[config.mk]
export PLATFORM = sky130hd
export DESIGN_NAME = burst_sram_ctl
export DESIGN_NICKNAME = d
export VERILOG_FILES = /design/src/rtl/bsram_pkg.sv /design/src/rtl/bsram_decode.sv /design/src/rtl/bsram_burst.sv /design/src/rtl/bsram_store.sv /design/src/rtl/bsram_rdpipe.sv /design/src/rtl/burst_sram_ctl.sv
export SDC_FILE = /design/constraint.sdc
export NUM_CORES = 2
export LEC_CHECK = 0
export BUFFER_PORTS_ARGS = -buffer_cell sky130_fd_sc_hd__buf_2
export CAP_MARGIN = 10
export CELL_PAD_IN_SITES_DETAIL_PLACEMENT = 0
export CELL_PAD_IN_SITES_GLOBAL_PLACEMENT = 2
export CORE_ASPECT_RATIO = 1.2
export CORE_MARGIN = 10
export CORE_UTILIZATION = 42
export DETAILED_ROUTE_END_ITERATION = 10
export PLACE_DENSITY = 0.78
export SLEW_MARGIN = 25
export SYNTH_ARGS = -nofsm -noshare
export SYNTH_HDL_FRONTEND = slang
export SYNTH_SLANG_ARGS = --single-unit
[constraint.sdc]
create_clock -name clk -period 3.25 [get_ports clk]
set_input_delay 0.4875 -clock clk [delete_from_list [all_inputs] [get_ports clk]]
set_output_delay 0.4875 -clock clk [all_outputs]
set_load 0.02 [all_outputs]
[src/rtl/bsram_pkg.sv]
// Package: shared types for the burst SRAM cycle controller.
// Assumes: one cycle kind and one address source are chosen per clock.
package bsram_pkg;

    // Cycle kind decided from the sampled control inputs.
    typedef enum logic [2:0] {
        OP_IDLE  = 3'd0,
        OP_SLEEP = 3'd1,
        OP_DESEL = 3'd2,
        OP_READ  = 3'd3,
        OP_WRITE = 3'd4
    } op_e;

    // Where the address of the cycle comes from.
    typedef enum logic [1:0] {
        SRC_EXT  = 2'd0,
        SRC_CUR  = 2'd1,
        SRC_NEXT = 2'd2
    } src_e;

    typedef struct packed {
        op_e  op;
        src_e src;
    } cyc_t;

endpackage

[src/rtl/bsram_decode.sv]
// Module: bsram_decode
// Classifies the current clock's inputs into a cycle kind and an address
// source, and produces the per-lane write mask.
// Assumes: sleep outranks the processor strobe, which outranks the
// controller strobe, which outranks advance/suspend.
module bsram_decode
    import bsram_pkg::*;
#(
    parameter int LANES = 4
) (
    input  logic             sleep,
    input  logic             ce_a_n,
    input  logic             ce_b,
    input  logic             ce_c_n,
    input  logic             strb_cpu_n,
    input  logic             strb_ctl_n,
    input  logic             adv_n,
    input  logic             gwe_n,
    input  logic             bwe_n,
    input  logic [LANES-1:0] lane_we_n,
    input  logic             active,
    output cyc_t             cyc,
    output logic [LANES-1:0] lane_mask
);

    logic chip_on;
    logic wr_qual;

    // Chip is selected only when every enable is at its active level.
    assign chip_on = ~ce_a_n & ce_b & ~ce_c_n;

    // Per-lane enable: global write, or byte-write gated by the lane bit.
    for (genvar g = 0; g < LANES; g++) begin : g_lane
        assign lane_mask[g] = ~gwe_n | (~bwe_n & ~lane_we_n[g]);
    end

    // Qualifier is true when any lane would be written.
    assign wr_qual = |lane_mask;

    // Priority decode of the cycle kind and address source.
    always_comb begin
        cyc.op  = OP_IDLE;
        cyc.src = SRC_CUR;
        if (sleep) begin
            cyc.op = OP_SLEEP;
        end else if (!strb_cpu_n) begin
            if (!chip_on) begin
                cyc.op = OP_DESEL;
            end else begin
                cyc.op  = OP_READ;
                cyc.src = SRC_EXT;
            end
        end else if (!strb_ctl_n) begin
            if (!chip_on) begin
                cyc.op = OP_DESEL;
            end else begin
                cyc.op  = wr_qual ? OP_WRITE : OP_READ;
                cyc.src = SRC_EXT;
            end
        end else if (active) begin
            cyc.op  = wr_qual ? OP_WRITE : OP_READ;
            cyc.src = adv_n ? SRC_CUR : SRC_NEXT;
        end
    end

endmodule

[src/rtl/bsram_burst.sv]
// Module: bsram_burst
// Holds the current burst address and the burst-active flag, and selects
// the effective address of the cycle.
// Assumes: only the low BEAT_W bits count inside a burst; they wrap.
module bsram_burst
    import bsram_pkg::*;
#(
    parameter int ADDR_W = 6,
    parameter int BEAT_W = 2
) (
    input  logic              clk,
    input  logic              rst_n,
    input  cyc_t              cyc,
    input  logic [ADDR_W-1:0] ext_addr,
    output logic [ADDR_W-1:0] eff_addr,
    output logic [ADDR_W-1:0] cur_addr,
    output logic              active
);

    localparam logic [BEAT_W-1:0] BEAT_ONE = {{(BEAT_W-1){1'b0}}, 1'b1};

    logic [BEAT_W-1:0] beat_nx;

    // Next beat: step the low bits, wrapping inside the group.
    assign beat_nx = cur_addr[BEAT_W-1:0] + BEAT_ONE;

    // Address mux for the current cycle.
    always_comb begin
        unique case (cyc.src)
            SRC_EXT:  eff_addr = ext_addr;
            SRC_NEXT: eff_addr = {cur_addr[ADDR_W-1:BEAT_W], beat_nx};
            default:  eff_addr = cur_addr;
        endcase
    end

    // Track the burst address and whether a burst is open.
    always_ff @(posedge clk) begin
        if (!rst_n) begin
            cur_addr <= '0;
            active   <= 1'b0;
        end else begin
            unique case (cyc.op)
                OP_READ, OP_WRITE: begin
                    cur_addr <= eff_addr;
                    active   <= 1'b1;
                end
                OP_DESEL: active <= 1'b0;
                default: ;
            endcase
        end
    end

endmodule

[src/rtl/bsram_store.sv]
// Module: bsram_store
// Word array split into byte lanes; each lane has its own write enable.
// Assumes: synchronous write, combinational read, cleared by reset.
module bsram_store #(
    parameter int ADDR_W = 6,
    parameter int LANES  = 4,
    parameter int LANE_W = 9
) (
    input  logic                    clk,
    input  logic                    rst_n,
    input  logic                    we,
    input  logic [LANES-1:0]        lane_mask,
    input  logic [ADDR_W-1:0]       waddr,
    input  logic [LANES*LANE_W-1:0] wdata,
    input  logic [ADDR_W-1:0]       raddr,
    output logic [LANES*LANE_W-1:0] rdata
);

    localparam int DEPTH = 1 << ADDR_W;

    for (genvar g = 0; g < LANES; g++) begin : g_lane
        logic [LANE_W-1:0] mem [DEPTH];

        // Clear on reset, otherwise write this lane when selected.
        always_ff @(posedge clk) begin
            if (!rst_n) begin
                for (int i = 0; i < DEPTH; i++) mem[i] <= '0;
            end else if (we && lane_mask[g]) begin
                mem[waddr] <= wdata[g*LANE_W +: LANE_W];
            end
        end

        assign rdata[g*LANE_W +: LANE_W] = mem[raddr];
    end

endmodule

[src/rtl/bsram_rdpipe.sv]
// Module: bsram_rdpipe
// Registers the read address, then the read word one clock later, and
// forms the asynchronous bus drive qualifier.
// Assumes: sleep flushes the pipeline; write cycles mask the bus.
module bsram_rdpipe
    import bsram_pkg::*;
#(
    parameter int ADDR_W = 6,
    parameter int DATA_W = 36
) (
    input  logic              clk,
    input  logic              rst_n,
    input  cyc_t              cyc,
    input  logic [ADDR_W-1:0] eff_addr,
    input  logic [DATA_W-1:0] rdata,
    input  logic              oe_n,
    input  logic              sleep,
    output logic [ADDR_W-1:0] rd_addr,
    output logic [DATA_W-1:0] d_out,
    output logic              d_drive
);

    logic rd_pend;
    logic d_valid;

    // Two-stage read pipeline: address stage then data stage.
    always_ff @(posedge clk) begin
        if (!rst_n) begin
            rd_pend <= 1'b0;
            rd_addr <= '0;
            d_valid <= 1'b0;
            d_out   <= '0;
        end else if (cyc.op == OP_SLEEP) begin
            rd_pend <= 1'b0;
            d_valid <= 1'b0;
        end else begin
            d_valid <= rd_pend;
            d_out   <= rdata;
            rd_pend <= (cyc.op == OP_READ);
            if (cyc.op == OP_READ) rd_addr <= eff_addr;
        end
    end

    // Drive only valid read data, with OE low, outside sleep and writes.
    assign d_drive = d_valid & ~oe_n & ~sleep & (cyc.op != OP_WRITE);

endmodule

[src/rtl/burst_sram_ctl.sv]
// Module: burst_sram_ctl (top)
// Cycle controller and array of a pipelined synchronous burst SRAM.
// Assumes: one clock domain, synchronous active-low reset, the data bus
// split into d_in / d_out with d_drive as the tri-state control.
module burst_sram_ctl
    import bsram_pkg::*;
#(
    parameter int ADDR_W = 6,
    parameter int LANES  = 4,
    parameter int LANE_W = 9,
    parameter int BEAT_W = 2
) (
    input  logic                    clk,
    input  logic                    rst_n,
    input  logic                    sleep,
    input  logic                    ce_a_n,
    input  logic                    ce_b,
    input  logic                    ce_c_n,
    input  logic                    strb_cpu_n,
    input  logic                    strb_ctl_n,
    input  logic                    adv_n,
    input  logic                    gwe_n,
    input  logic                    bwe_n,
    input  logic [LANES-1:0]        lane_we_n,
    input  logic [ADDR_W-1:0]       addr,
    input  logic [LANES*LANE_W-1:0] d_in,
    input  logic                    oe_n,
    output logic [LANES*LANE_W-1:0] d_out,
    output logic                    d_drive
);

    localparam int DATA_W = LANES * LANE_W;

    cyc_t              cyc;
    logic [LANES-1:0]  lane_mask;
    logic [ADDR_W-1:0] eff_addr;
    logic [ADDR_W-1:0] cur_addr;
    logic [ADDR_W-1:0] rd_addr;
    logic [DATA_W-1:0] rdata;
    logic              active;
    logic              wr_en;

    // Array write strobe for the current cycle.
    assign wr_en = (cyc.op == OP_WRITE);

    bsram_decode #(.LANES(LANES)) u_decode (
        .sleep      (sleep),
        .ce_a_n     (ce_a_n),
        .ce_b       (ce_b),
        .ce_c_n     (ce_c_n),
        .strb_cpu_n (strb_cpu_n),
        .strb_ctl_n (strb_ctl_n),
        .adv_n      (adv_n),
        .gwe_n      (gwe_n),
        .bwe_n      (bwe_n),
        .lane_we_n  (lane_we_n),
        .active     (active),
        .cyc        (cyc),
        .lane_mask  (lane_mask)
    );

    bsram_burst #(.ADDR_W(ADDR_W), .BEAT_W(BEAT_W)) u_burst (
        .clk      (clk),
        .rst_n    (rst_n),
        .cyc      (cyc),
        .ext_addr (addr),
        .eff_addr (eff_addr),
        .cur_addr (cur_addr),
        .active   (active)
    );

    bsram_store #(.ADDR_W(ADDR_W), .LANES(LANES), .LANE_W(LANE_W)) u_store (
        .clk       (clk),
        .rst_n     (rst_n),
        .we        (wr_en),
        .lane_mask (lane_mask),
        .waddr     (eff_addr),
        .wdata     (d_in),
        .raddr     (rd_addr),
        .rdata     (rdata)
    );

    bsram_rdpipe #(.ADDR_W(ADDR_W), .DATA_W(DATA_W)) u_rdpipe (
        .clk      (clk),
        .rst_n    (rst_n),
        .cyc      (cyc),
        .eff_addr (eff_addr),
        .rdata    (rdata),
        .oe_n     (oe_n),
        .sleep    (sleep),
        .rd_addr  (rd_addr),
        .d_out    (d_out),
        .d_drive  (d_drive)
    );

endmodule

==> results.json <==
{
  "status": "completed",
  "root_buffer": "clkbuf_16",
  "crit_type": "reg -> reg",
  "synth_xor_area_frac": 0,
  "rows": 202,
  "clk_pin_slew_worst_paths_ns": 0.07,
  "ir_drop_uv": 453,
  "synth_flop_cell": "edfxtp_1",
  "skew_ns": 0.0764,
  "cts_max_path_buffers": 4,
  "first_iter_violations": 7304,
  "detail-route-antenna-nets": 0,
  "ys_seq_area_frac": 0.658,
  "start_util": 0.422,
  "fillers": 21100,
  "clock_sinks": 2355,
  "multi_input_area_um2": 32800,
  "worstMarginPinSlew_ns": 1.11,
  "power_density_nw_per_um2": 530,
  "required_ns": 3.89,
  "routed_via_density": 6.15,
  "antenna_found_initial": 5,
  "synthSimpleGateAreaFrac": 0.125,
  "arrival_ns": 3.79,
  "p_leak_nw": 39.2,
  "drt-wirelength-per-cell_um": 28.5,
  "synth-async-reset-ratio": 0,
  "grt_setup_unrepaired": "false",
  "fp.dieW_um": 480,
  "seq_area_um2": 70200,
  "die-area_um2": 275000,
  "grt-ovfl-total": 0,
  "wl_um": 320000,
  "endpoint_kind": "flop",
  "globalplace.congestion": 0.843,
  "num_io_pins": 95,
  "grt_pass1_wl_um": 473000,
  "synthesis.nets": 7468,
  "maxSlewViolCount": 0,
  "drt_first_pass_iters": 6,
  "crit_slowest_cell": "o31ai_1",
  "drive_gt1_frac": 0.269,
  "numPortBuffers": 94,
  "setup_tns_ns": 0,
  "fin_total_pwr_mw": 66.1,
  "synth_compound_area_frac": 0.0402,
  "synthCells": 7410,
  "cts_tree": "built",
  "avgSynthCellArea_um2": 14.4,
  "whs_ns": 0.0624,
  "insertion_delay_ns": 0.91,
  "period_minus_slack_ns": 3.15,
  "syn_area_um2": 107000,
  "synth_top_family_by_area": "multiplexers",
  "final-hold-violation-count": 0,
  "synthDistinctLibCells": 66,
  "start_kind": "flop",
  "fp.coreArea_um2": 252000,
  "path_delay_family": "buffers and inverters",
  "synth_edf_count": 2304,
  "yosysWarnings": 0,
  "synth_fa_ha_area_frac": 0,
  "cp_cell_sequence": "nand3_1, buf_4, nor4_1, buf_4, a211oi_4, buf_12, buf_4, buf_4, o31ai_1, buf_4",
  "area.growth.synth_to_final_pct": 17.0,
  "grtUsageTotal": 0.228,
  "muxShareOfSynthArea": 0.136,
  "num_vias": 69000,
  "fmax_mhz": 318,
  "post-route-period-util": 0.969,
  "drv_cap": 0,
  "max_stage_delay_ns": 0.51,
  "crit_fanout": 15,
  "numCtsBuffers": 235,
  "crit_top_cell": "buf_4",
  "htreeDepth": 4,
  "slew_headroom": 0.260,
  "post_cts_buffers": 0,
  "setup_violations": 0,
  "drc": 0,
  "hold_path_class": "in -> reg",
  "fp.dieH_um": 572,
  "critPathBufInv": 6,
  "grt_pass1_vias": 69300,
  "dp_hpwl_um": 210000,
  "grt_max_degree": 100,
  "finalNetCount": 7720,
  "ys_ff_latch": 2355
}
[path summary, 6_finish.rpt]
kind	cells after the start	end	slack, ns	from
worst max-delay path	10	u_store.g_lane[0].mem[41][3]	0.10	u_burst.active
worst min-delay path	4	u_burst.cur_addr[3]	0.06	addr[3]
worst max register to register	10	u_store.g_lane[0].mem[41][3]	0.10	u_burst.active
worst min register to register	2	u_rdpipe.d_out[2]	0.47	u_rdpipe.d_out[2]
[routing by layer]
| metal | routed length (µm) | global-route usage | share of wire | up-vias |
|---|---|---|---|---|
| met5 | 12 | 0 | 0.000037 | - |
| met4 | 12100 | 0.0825 | 0.038 | 2 |
| met3 | 20300 | 0.0261 | 0.063 | 473 |
| met2 | 165000 | 0.398 | 0.52 | 2703 |
| met1 | 123000 | 0.293 | 0.38 | 35900 |
| li1 | - | - | - | 30000 |
[tightest hold or removal path, cell delays in order]
cell	delay (ns)
buf_2	0.12
nand3_1	0.12
buf_4	0.15
a21oi_1	0.06
[stage by stage]
step           worst slack, ns  cell area (µm²)  utilization  instances
3_3_place_gp             -1.36           117000        0.463      10800
5_1_grt                0.00923           125000        0.494      11200
4_1_cts                 0.0164           125000        0.494      11200
2_1_floorplan           -0.117           107000            -       7410
6_report                 0.101           125000        0.494      11200
3_5_place_dp            -0.372           117000        0.463      10800
[what timing repair did]
| item | in CTS | in global routing |
|---|---|---|
| hold buffers | 2 | 0 |
| gates resized for setup | 0 | 2 |
| endpoints found under the setup margin | 0 | 14 |
| endpoints found under the hold margin | 2 | 0 |
[flip-flops by register name, indices dropped and copies added, names as in the netlist]
register / count
u_rdpipe.rd_addr: 6
u_rdpipe.rd_pend: 1
u_rdpipe.d_out: 36
u_rdpipe.d_valid: 1
u_burst.cur_addr: 6
u_burst.active: 1
u_store.g_lane.mem: 2304
[cell usage after synthesis (8+ instances only)]
cell,number,area share
and2_1,9,0.00053
o31ai_1,258,0.018
nor3_1,2280,0.11
nand3_1,98,0.0046
mux2i_1,243,0.023
nand2_1,146,0.0051
o21ai_0,15,0.00070
edfxtp_1,2304,0.65
nor2_1,29,0.0010
nor2b_1,10,0.00059
a211oi_1,8,0.00056
buf_2,287,0.013
nor3_2,30,0.0028
a22oi_1,153,0.011
buf_4,13,0.00092
mux4_2,533,0.11
clkbuf_1,662,0.023
a41o_1,27,0.0025
dfxtp_1,51,0.0096
buf_1,81,0.0029
a21oi_1,59,0.0028
[logic make-up after synthesis]
logic type	after synthesis
multiplexers	778
buffers and inverters	1054
flip-flops	2355
AO/OA/AOI/OAI	580
AND/OR/NAND/NOR	2643
[cell usage in the layout (no fill, tap or decap), types with 17 or more instances in the layout]
cell          n
clkbuf_16   239
mux4_2      533
a21oi_1      59
o31ai_2      50
nand2_1     106
bufinv_16    30
a41o_1       27
clkinv_1     36
mux2i_1     243
nor3_2       30
nor2_1       23
edfxtp_1   2304
a22oi_1     153
nand3_1      91
dfxtp_1      46
nor3_1     2280
buf_4       813
clkbuf_1     46
buf_12      153
o31ai_1     201
buf_2        93
nand2_2      34
clkbuf_8     17
clkinv_2     46
[cell type report]
type                       instances  share of cell area
sequential                      2355               0.563
multi-input combinational       4001               0.263
timing repair buffer            1063              0.0776
clock buffer                     302              0.0512
tap                             3366              0.0337
clock inverter                   129              0.0116
inverter                           6            0.000221
antenna                            3           0.0000602
[report_power, final]
group          internal (mW)  leakage (nW)  total, mW  switching [mW]
clock network           16.2          3.82       28.0            11.8
registers               34.2          24.2       34.6           0.354
logic                   1.31          11.1       3.60            2.30
Power figures use the tool's default switching activity.
